[config.mk]
export PLATFORM = sky130hd
export DESIGN_NAME = dual_channel_mapper
export DESIGN_NICKNAME = d
export VERILOG_FILES = /design/src/rtl/chmap_pkg.sv /design/src/rtl/chmap_mode_sel.sv /design/src/rtl/chmap_addr_split.sv /design/src/rtl/dual_channel_mapper.sv
export SDC_FILE = /design/constraint.sdc
export NUM_CORES = 1
export LEC_CHECK = 0
export BUFFER_PORTS_ARGS = -buffer_cell sky130_fd_sc_hd__buf_2
export CAP_MARGIN = 20
export CORE_MARGIN = 1.5
export CORE_UTILIZATION = 25
export DETAILED_ROUTE_END_ITERATION = 7
export HOLD_SLACK_MARGIN = 0.12
export SETUP_SLACK_MARGIN = 0.02
export SLEW_MARGIN = 15
export SYNTH_ARGS = -nofsm -noshare
export SYNTH_HDL_FRONTEND = slang
export SYNTH_HIERARCHICAL = 1
export SYNTH_SLANG_ARGS = --single-unit
[constraint.sdc]
create_clock -name clk -period 9.2 [get_ports clk]
set_input_delay 0.92 -clock clk [delete_from_list [all_inputs] [get_ports clk]]
set_output_delay 0.92 -clock clk [all_outputs]
set_load 0.02 [all_outputs]
[src/rtl/chmap_pkg.sv]
package chmap_pkg;
    typedef enum logic [1:0] {
        MAP_SINGLE     = 2'd0,
        MAP_INTERLEAVE = 2'd1,
        MAP_STACKED    = 2'd2,
        MAP_DEFERRED   = 2'd3
    } map_mode_e;
endpackage

[src/rtl/chmap_mode_sel.sv]
module chmap_mode_sel
    import chmap_pkg::*;
#(
    parameter int ADDR_W = 32
) (
    input  logic [ADDR_W-1:0] cap_a,
    input  logic [ADDR_W-1:0] cap_b,
    input  logic              flex_en,
    output map_mode_e         mode,
    output logic [ADDR_W:0]   span,
    output logic              solo_b
);
    logic a_pop, b_pop;

    always_comb begin
        a_pop  = |cap_a;
        b_pop  = |cap_b;
        mode   = MAP_SINGLE;
        span   = '0;
        solo_b = 1'b0;
        if (a_pop && b_pop) begin
            if (cap_a == cap_b) begin
                mode = MAP_INTERLEAVE;
                span = {cap_a, 1'b0};
            end else if (flex_en) begin
                mode = MAP_DEFERRED;
                span = '0;
            end else begin
                mode = MAP_STACKED;
                span = {1'b0, cap_a} + {1'b0, cap_b};
            end
        end else begin
            mode   = MAP_SINGLE;
            span   = {1'b0, cap_a | cap_b};
            solo_b = !a_pop;
        end
    end
endmodule

[src/rtl/chmap_addr_split.sv]
module chmap_addr_split
    import chmap_pkg::*;
#(
    parameter int ADDR_W    = 32,
    parameter int LINE_BITS = 6
) (
    input  map_mode_e         mode,
    input  logic [ADDR_W-1:0] addr,
    input  logic [ADDR_W-1:0] cap_a,
    input  logic [ADDR_W:0]   span,
    input  logic              solo_b,
    output logic              hit_a,
    output logic              hit_b,
    output logic [ADDR_W-1:0] local_addr,
    output logic              oor
);
    localparam logic [ADDR_W-1:0] LOW_MASK =
        {{(ADDR_W-LINE_BITS){1'b0}}, {LINE_BITS{1'b1}}};

    logic [ADDR_W:0]   addr_ext;
    logic              in_span;
    logic [ADDR_W-1:0] squeezed;

    always_comb begin
        addr_ext   = {1'b0, addr};
        in_span    = addr_ext < span;
        squeezed   = ((addr >> (LINE_BITS + 1)) << LINE_BITS) | (addr & LOW_MASK);
        hit_a      = 1'b0;
        hit_b      = 1'b0;
        local_addr = '0;
        unique case (mode)
            MAP_SINGLE: if (in_span) begin
                hit_a      = !solo_b;
                hit_b      = solo_b;
                local_addr = addr;
            end
            MAP_INTERLEAVE: if (in_span) begin
                hit_a      = !addr[LINE_BITS];
                hit_b      = addr[LINE_BITS];
                local_addr = squeezed;
            end
            MAP_STACKED: begin
                if (addr_ext < {1'b0, cap_a}) begin
                    hit_a      = 1'b1;
                    local_addr = addr;
                end else if (in_span) begin
                    hit_b      = 1'b1;
                    local_addr = addr - cap_a;
                end
            end
            default: ;
        endcase
        oor = !(hit_a || hit_b);
    end
endmodule

[src/rtl/dual_channel_mapper.sv]
module dual_channel_mapper
    import chmap_pkg::*;
#(
    parameter int ADDR_W     = 32,
    parameter int LINE_BYTES = 64
) (
    input  logic              clk,
    input  logic              rst_n,
    input  logic              req_valid_i,
    input  logic [ADDR_W-1:0] req_addr_i,
    input  logic [ADDR_W-1:0] cap_a_i,
    input  logic [ADDR_W-1:0] cap_b_i,
    input  logic              flex_en_i,
    output logic              rsp_valid_o,
    output logic              hit_a_o,
    output logic              hit_b_o,
    output logic [ADDR_W-1:0] local_addr_o,
    output logic              out_of_range_o,
    output logic [1:0]        mode_o
);
    localparam int LINE_BITS = $clog2(LINE_BYTES);

    typedef struct packed {
        logic              valid;
        logic              hit_a;
        logic              hit_b;
        logic [ADDR_W-1:0] local_addr;
        logic              oor;
        logic [1:0]        mode;
    } rsp_t;

    map_mode_e         mode_w;
    logic [ADDR_W:0]   span_w;
    logic              solo_b_w;
    logic              hit_a_w, hit_b_w, oor_w;
    logic [ADDR_W-1:0] local_w;
    rsp_t              rsp_d, rsp_q;

    chmap_mode_sel #(.ADDR_W(ADDR_W)) u_mode (
        .cap_a   (cap_a_i),
        .cap_b   (cap_b_i),
        .flex_en (flex_en_i),
        .mode    (mode_w),
        .span    (span_w),
        .solo_b  (solo_b_w)
    );

    chmap_addr_split #(.ADDR_W(ADDR_W), .LINE_BITS(LINE_BITS)) u_split (
        .mode       (mode_w),
        .addr       (req_addr_i),
        .cap_a      (cap_a_i),
        .span       (span_w),
        .solo_b     (solo_b_w),
        .hit_a      (hit_a_w),
        .hit_b      (hit_b_w),
        .local_addr (local_w),
        .oor        (oor_w)
    );

    always_comb begin
        rsp_d.valid      = req_valid_i;
        rsp_d.hit_a      = req_valid_i && hit_a_w;
        rsp_d.hit_b      = req_valid_i && hit_b_w;
        rsp_d.oor        = req_valid_i && oor_w;
        rsp_d.local_addr = req_valid_i ? local_w : '0;
        rsp_d.mode       = mode_w;
    end

    always_ff @(posedge clk) begin
        if (!rst_n) rsp_q <= '0;
        else        rsp_q <= rsp_d;
    end

    assign rsp_valid_o    = rsp_q.valid;
    assign hit_a_o        = rsp_q.hit_a;
    assign hit_b_o        = rsp_q.hit_b;
    assign local_addr_o   = rsp_q.local_addr;
    assign out_of_range_o = rsp_q.oor;
    assign mode_o         = rsp_q.mode;


    valid_follows_chk: assert property (@(posedge clk) disable iff (!rst_n)
        req_valid_i |=> rsp_valid_o);

    idle_follows_chk: assert property (@(posedge clk) disable iff (!rst_n)
        !req_valid_i |=> !rsp_valid_o);

    flags_need_valid_chk: assert property (@(posedge clk) disable iff (!rst_n)
        (hit_a_o || hit_b_o || out_of_range_o) |-> rsp_valid_o);

    one_channel_chk: assert property (@(posedge clk) disable iff (!rst_n)
        $onehot0({hit_a_o, hit_b_o}) && !(out_of_range_o && (hit_a_o || hit_b_o)));

    b_local_bound_chk: assert property (@(posedge clk) disable iff (!rst_n)
        (req_valid_i && mode_w == MAP_STACKED && hit_b_w) |=> local_addr_o < $past(cap_b_i));

    deferred_unmapped_chk: assert property (@(posedge clk) disable iff (!rst_n)
        (rsp_valid_o && mode_o == 2'd3) |-> out_of_range_o);
endmodule

==> run_summary.xml <==
<?xml version="1.0" encoding="UTF-8"?>
<metrics>
  <group name="power_and_ir_drop">
    <metric name="power.total" unit="W">0.000863</metric>
    <metric name="p_per_area" unit="nW/µm²">99.6</metric>
    <metric name="max-vdd-ir-drop" unit="V">0.0000606</metric>
    <metric name="power_leakage" unit="nW">4.31</metric>
  </group>
  <group name="drt">
    <metric name="drt_drc_violations_left" unit="">0</metric>
    <metric name="drt_iter0_markers" unit="">540</metric>
    <metric name="drtAntennaViolNets" unit="">0</metric>
    <metric name="wire_per_inst" unit="µm">17.7</metric>
    <metric name="postRouteWirelength" unit="µm">27000</metric>
    <metric name="post_drt_via_cell_ratio" unit="">5.16</metric>
    <metric name="vias" unit="">7872</metric>
    <metric name="first_drt_pass_iteration_count" unit="">6</metric>
  </group>
  <group name="final_layout">
    <metric name="register_area" unit="µm²">761</metric>
    <metric name="design_area" unit="µm²">8660</metric>
    <metric name="finish.net_count" unit="">1360</metric>
    <metric name="area_growth" unit="%">14.9</metric>
    <metric name="final_layout_size_suffix_gt1_share" unit="%">18.6</metric>
    <metric name="fin_util" unit="%">29.2</metric>
    <metric name="multi_input_comb_area" unit="µm²">5970</metric>
    <metric name="fillerInstances" unit="">3349</metric>
  </group>
  <group name="global_routing">
    <metric name="global_route.overflow_total" unit="">0</metric>
    <metric name="grt-busiest-layer" unit="">met2</metric>
    <metric name="grt_pass1_wl" unit="µm">41400</metric>
    <metric name="pin_count_of_the_biggest_net_entering_global_routing" unit="">39</metric>
    <metric name="global_route.usage.met1" unit="%">22.1</metric>
    <metric name="grt_use_total" unit="%">16.9</metric>
    <metric name="grtUsageMet2" unit="%">27.9</metric>
    <metric name="antenna_found_initial" unit="">6</metric>
    <metric name="grt_pass1_vias" unit="">7532</metric>
    <metric name="gr-usage-met3" unit="%">2.02</metric>
  </group>
  <group name="clocking">
    <metric name="worst_setup_hold_path_clk_slew" unit="ns">0.05</metric>
    <metric name="cts_hold_repair_buffers" unit="">0</metric>
    <metric name="tritoncts_num_sinks" unit="">38</metric>
    <metric name="cts-resized-gates" unit="">0</metric>
    <metric name="ctsHtreeMaxLevel" unit="">2</metric>
    <metric name="clockBufferDepth" unit="">2</metric>
    <metric name="cts-root-buf" unit="">clkbuf_16</metric>
    <metric name="cts_buffers" unit="">5</metric>
    <metric name="post_cts.repair.setup_buffers" unit="">0</metric>
    <metric name="clock_tree_from_tritoncts" unit="">done</metric>
  </group>
  <group name="timing">
    <metric name="setup_violations" unit="">0</metric>
    <metric name="finalHoldViolations" unit="">0</metric>
    <metric name="setup_tns" unit="ns">0</metric>
    <metric name="timing.final.crit_share" unit="%">71.7</metric>
    <metric name="finalCriticalPeriod" unit="ns">6.60</metric>
    <metric name="timing.max_slew.rel_slack" unit="%">29.4</metric>
    <metric name="grt_setup_unrepaired" unit="">false</metric>
    <metric name="timing_max_transition_violations_final" unit="">0</metric>
    <metric name="tightest_slew" unit="ns">1.06</metric>
    <metric name="fmaxAchievable" unit="MHz">151</metric>
  </group>
  <group name="worst_setup_path">
    <metric name="max_stage_delay" unit="ns">0.87</metric>
    <metric name="crit_path_start_kind" unit="">input pin</metric>
    <metric name="capturing_element_type_of_the_critical_path" unit="">register</metric>
    <metric name="worstPathMaxFanout" unit="">25</metric>
    <metric name="critical_path_buf_inv_count" unit="">4</metric>
    <metric name="critPathKind" unit="">input pin to register</metric>
    <metric name="sequence_of_cells_on_the_critical_path" unit="">buf_2 &gt; inv_1 &gt; ha_1 &gt; nor4_1 &gt; nand4_1 &gt; nor2_2 &gt; nor2_1 &gt; buf_4 &gt; a221oi_1 &gt; a21oi_1 &gt; inv_1 &gt; ha_1 &gt; a21o_1 &gt; a21oi_1 &gt; o211ai_1 &gt; o211a_1 &gt; o311ai_2 &gt; nand3b_2 &gt; a21oi_2 &gt; a22oi_1 &gt; a21oi_1 &gt; and3_1</metric>
    <metric name="crit_path_top_delay_cell" unit="">a21oi_2</metric>
    <metric name="worst_ep_arrival_time" unit="ns">6.82</metric>
    <metric name="data_required_time_of_the_critical_path" unit="ns">9.42</metric>
    <metric name="cp_top_family" unit="">compound AO/OA/AOI/OAI gates</metric>
    <metric name="timing.critical_path.mode_cell" unit="">a21oi_1</metric>
  </group>
  <group name="place">
    <metric name="place.detailed.hpwl" unit="µm">23000</metric>
    <metric name="post_dp_cell_area" unit="µm²">8480</metric>
    <metric name="number_of_input_and_output_port_buffers_inserted" unit="">137</metric>
    <metric name="finalWeightedCongestion" unit="">0.898</metric>
  </group>
  <group name="yosys">
    <metric name="netlist_instances" unit="">1037</metric>
    <metric name="synthFlopType" unit="">dfxtp_1</metric>
    <metric name="post-synth-top-area-fraction" unit="%">21.1</metric>
    <metric name="mappedNetlistNets" unit="">1266</metric>
    <metric name="synth.yosys.seq_area_share" unit="%">10.1</metric>
    <metric name="ys_warn_count" unit="">6</metric>
    <metric name="netlist_area" unit="µm²">7540</metric>
    <metric name="synth_edf_count" unit="">0</metric>
    <metric name="synth_cell_type_count" unit="">81</metric>
    <metric name="synth_top_cell_by_area" unit="">ha_1</metric>
    <metric name="synth-seq-cells" unit="">38</metric>
    <metric name="ys_top_cells_by_area" unit="">ha_1 (21%), dfxtp_1 (10%), inv_1 (7.4%)</metric>
    <metric name="synth_async_sr_flop_share" unit="%">0</metric>
    <metric name="avgSynthCellArea" unit="µm²">7.27</metric>
  </group>
  <group name="status">
    <metric name="status" unit="">complete, no violations</metric>
  </group>
  <group name="die">
    <metric name="die_area" unit="µm²">31200</metric>
    <metric name="chipWidth" unit="µm">177</metric>
    <metric name="core_area" unit="µm²">29600</metric>
    <metric name="num_io_pins" unit="">138</metric>
    <metric name="rows" unit="">63</metric>
    <metric name="start_util" unit="%">25.4</metric>
    <metric name="die_h" unit="µm">177</metric>
  </group>
  <group name="hold_path">
    <metric name="hp-class" unit="">input pin to register</metric>
  </group>
  <group name="flow_run">
    <metric name="max_cap_violations" unit="">0</metric>
  </group>
</metrics>
-- final cells by class --
class / instances / share of cell area [%]
well taps: 390 / 5.64
multi-input cells: 798 / 68.9
clock inverters: 3 / 0.520
flip-flops and latches: 38 / 8.78
repair buffers: 140 / 8.18
clock buffers: 5 / 1.44
inverters: 148 / 6.42
diodes: 3 / 0.0867
-- kinds of logic after synthesis --
group           after synthesis  synth area share [%]
compound gates              339                  31.6
buf+inv                     201                  10.9
simple gates                279                  19.8
mux                           3                 0.415
flops                        38                  10.1
xor+xnor                     48                  5.58
fa+ha+maj                   129                  21.6
-- cells in the mapped netlist, types with 3 or more instances --
master / instances
inv_1: 148
ha_1: 127
a21oi_1: 107
nand2_1: 70
nor2_1: 51
o21ai_0: 45
dfxtp_1: 38
nor4_1: 30
and3_2: 29
clkbuf_1: 29
a21o_1: 28
xnor2_1: 25
xor2_1: 23
a22oi_1: 21
a221oi_1: 20
nand4_1: 19
nand3_1: 17
buf_2: 15
a211oi_1: 13
a222oi_1: 11
nor3_1: 11
o21a_1: 11
and3_1: 10
o211ai_1: 9
o21bai_1: 9
nand2b_1: 8
nor2b_1: 8
a31oi_1: 6
buf_6: 6
o31ai_1: 6
and2_1: 4
o21ai_1: 4
a211o_1: 3
a21boi_0: 3
a21oi_2: 3
a221oi_2: 3
a31o_2: 3
and4_1: 3
o211a_1: 3
-- registers in the layout (all words and copies together) (netlist names) --
name	cells
local_addr_o	32
mode_o	2
hit_a_o	1
hit_b_o	1
out_of_range_o	1
rsp_valid_o	1
-- cell usage in the layout, fill, tap and decap left out, types with 5 or more instances in the layout --
cell type  count
a21o_1        28
a222oi_1      11
o211ai_1       9
nor2b_1        8
xnor2_1       25
nor3_1        11
nand3_1       17
a22oi_1       21
and3_2        29
inv_1        148
o21ai_0       45
nor4_1        30
nand4_1       19
a31oi_1        6
buf_2        137
xor2_1        23
a211oi_1      13
ha_1         127
nor2_1        50
nand2_1       70
o21a_1        11
o21bai_1       9
a21oi_1      107
nand2b_1       8
clkbuf_16      5
o31ai_1        6
and3_1        10
dfxtp_1       38
a221oi_1      20
-- tightest hold or removal path: stages --
cell      delay (ns)
buf_2           0.13
a222oi_1        0.08
inv_1           0.05
and3_1          0.14
-- routing by layer --
metal / vias up / part of all wire (%)
li1: 3957 / -
met1: 3608 / 45
met2: 249 / 46
met3: 52 / 5.3
met4: 6 / 3.4
met5: - / 0.14
-- report_power, final --
part	internal, W	total [W]	switching (W)
registers	0.000171	0.000173	0.00000146
logic	0.000195	0.000498	0.000303
clock network	0.000128	0.000192	0.0000647
-- path summary, 6_finish.rpt --
kind / from / endpoint / slack [ns] / cells after the start
min: req_addr_i[11] / local_addr_o[11]$_SDFF_PN0_ / 1.08 / 4
max: cap_a_i[27] / local_addr_o[26]$_SDFF_PN0_ / 2.60 / 22
-- metrics by stage --
step | setup slack (ns) | instances | hold WS (ns)
2_1_floorplan | 3.86 | 1037 | 1.09
3_3_place_gp | 2.48 | 1514 | 1.34
3_5_place_dp | 2.40 | 1514 | 1.33
4_1_cts | 2.67 | 1522 | 1.07
5_1_grt | 2.05 | 1524 | 1.09
6_report | 2.60 | 1525 | 1.08
No activity file was read; power rests on OpenSTA's default activity.
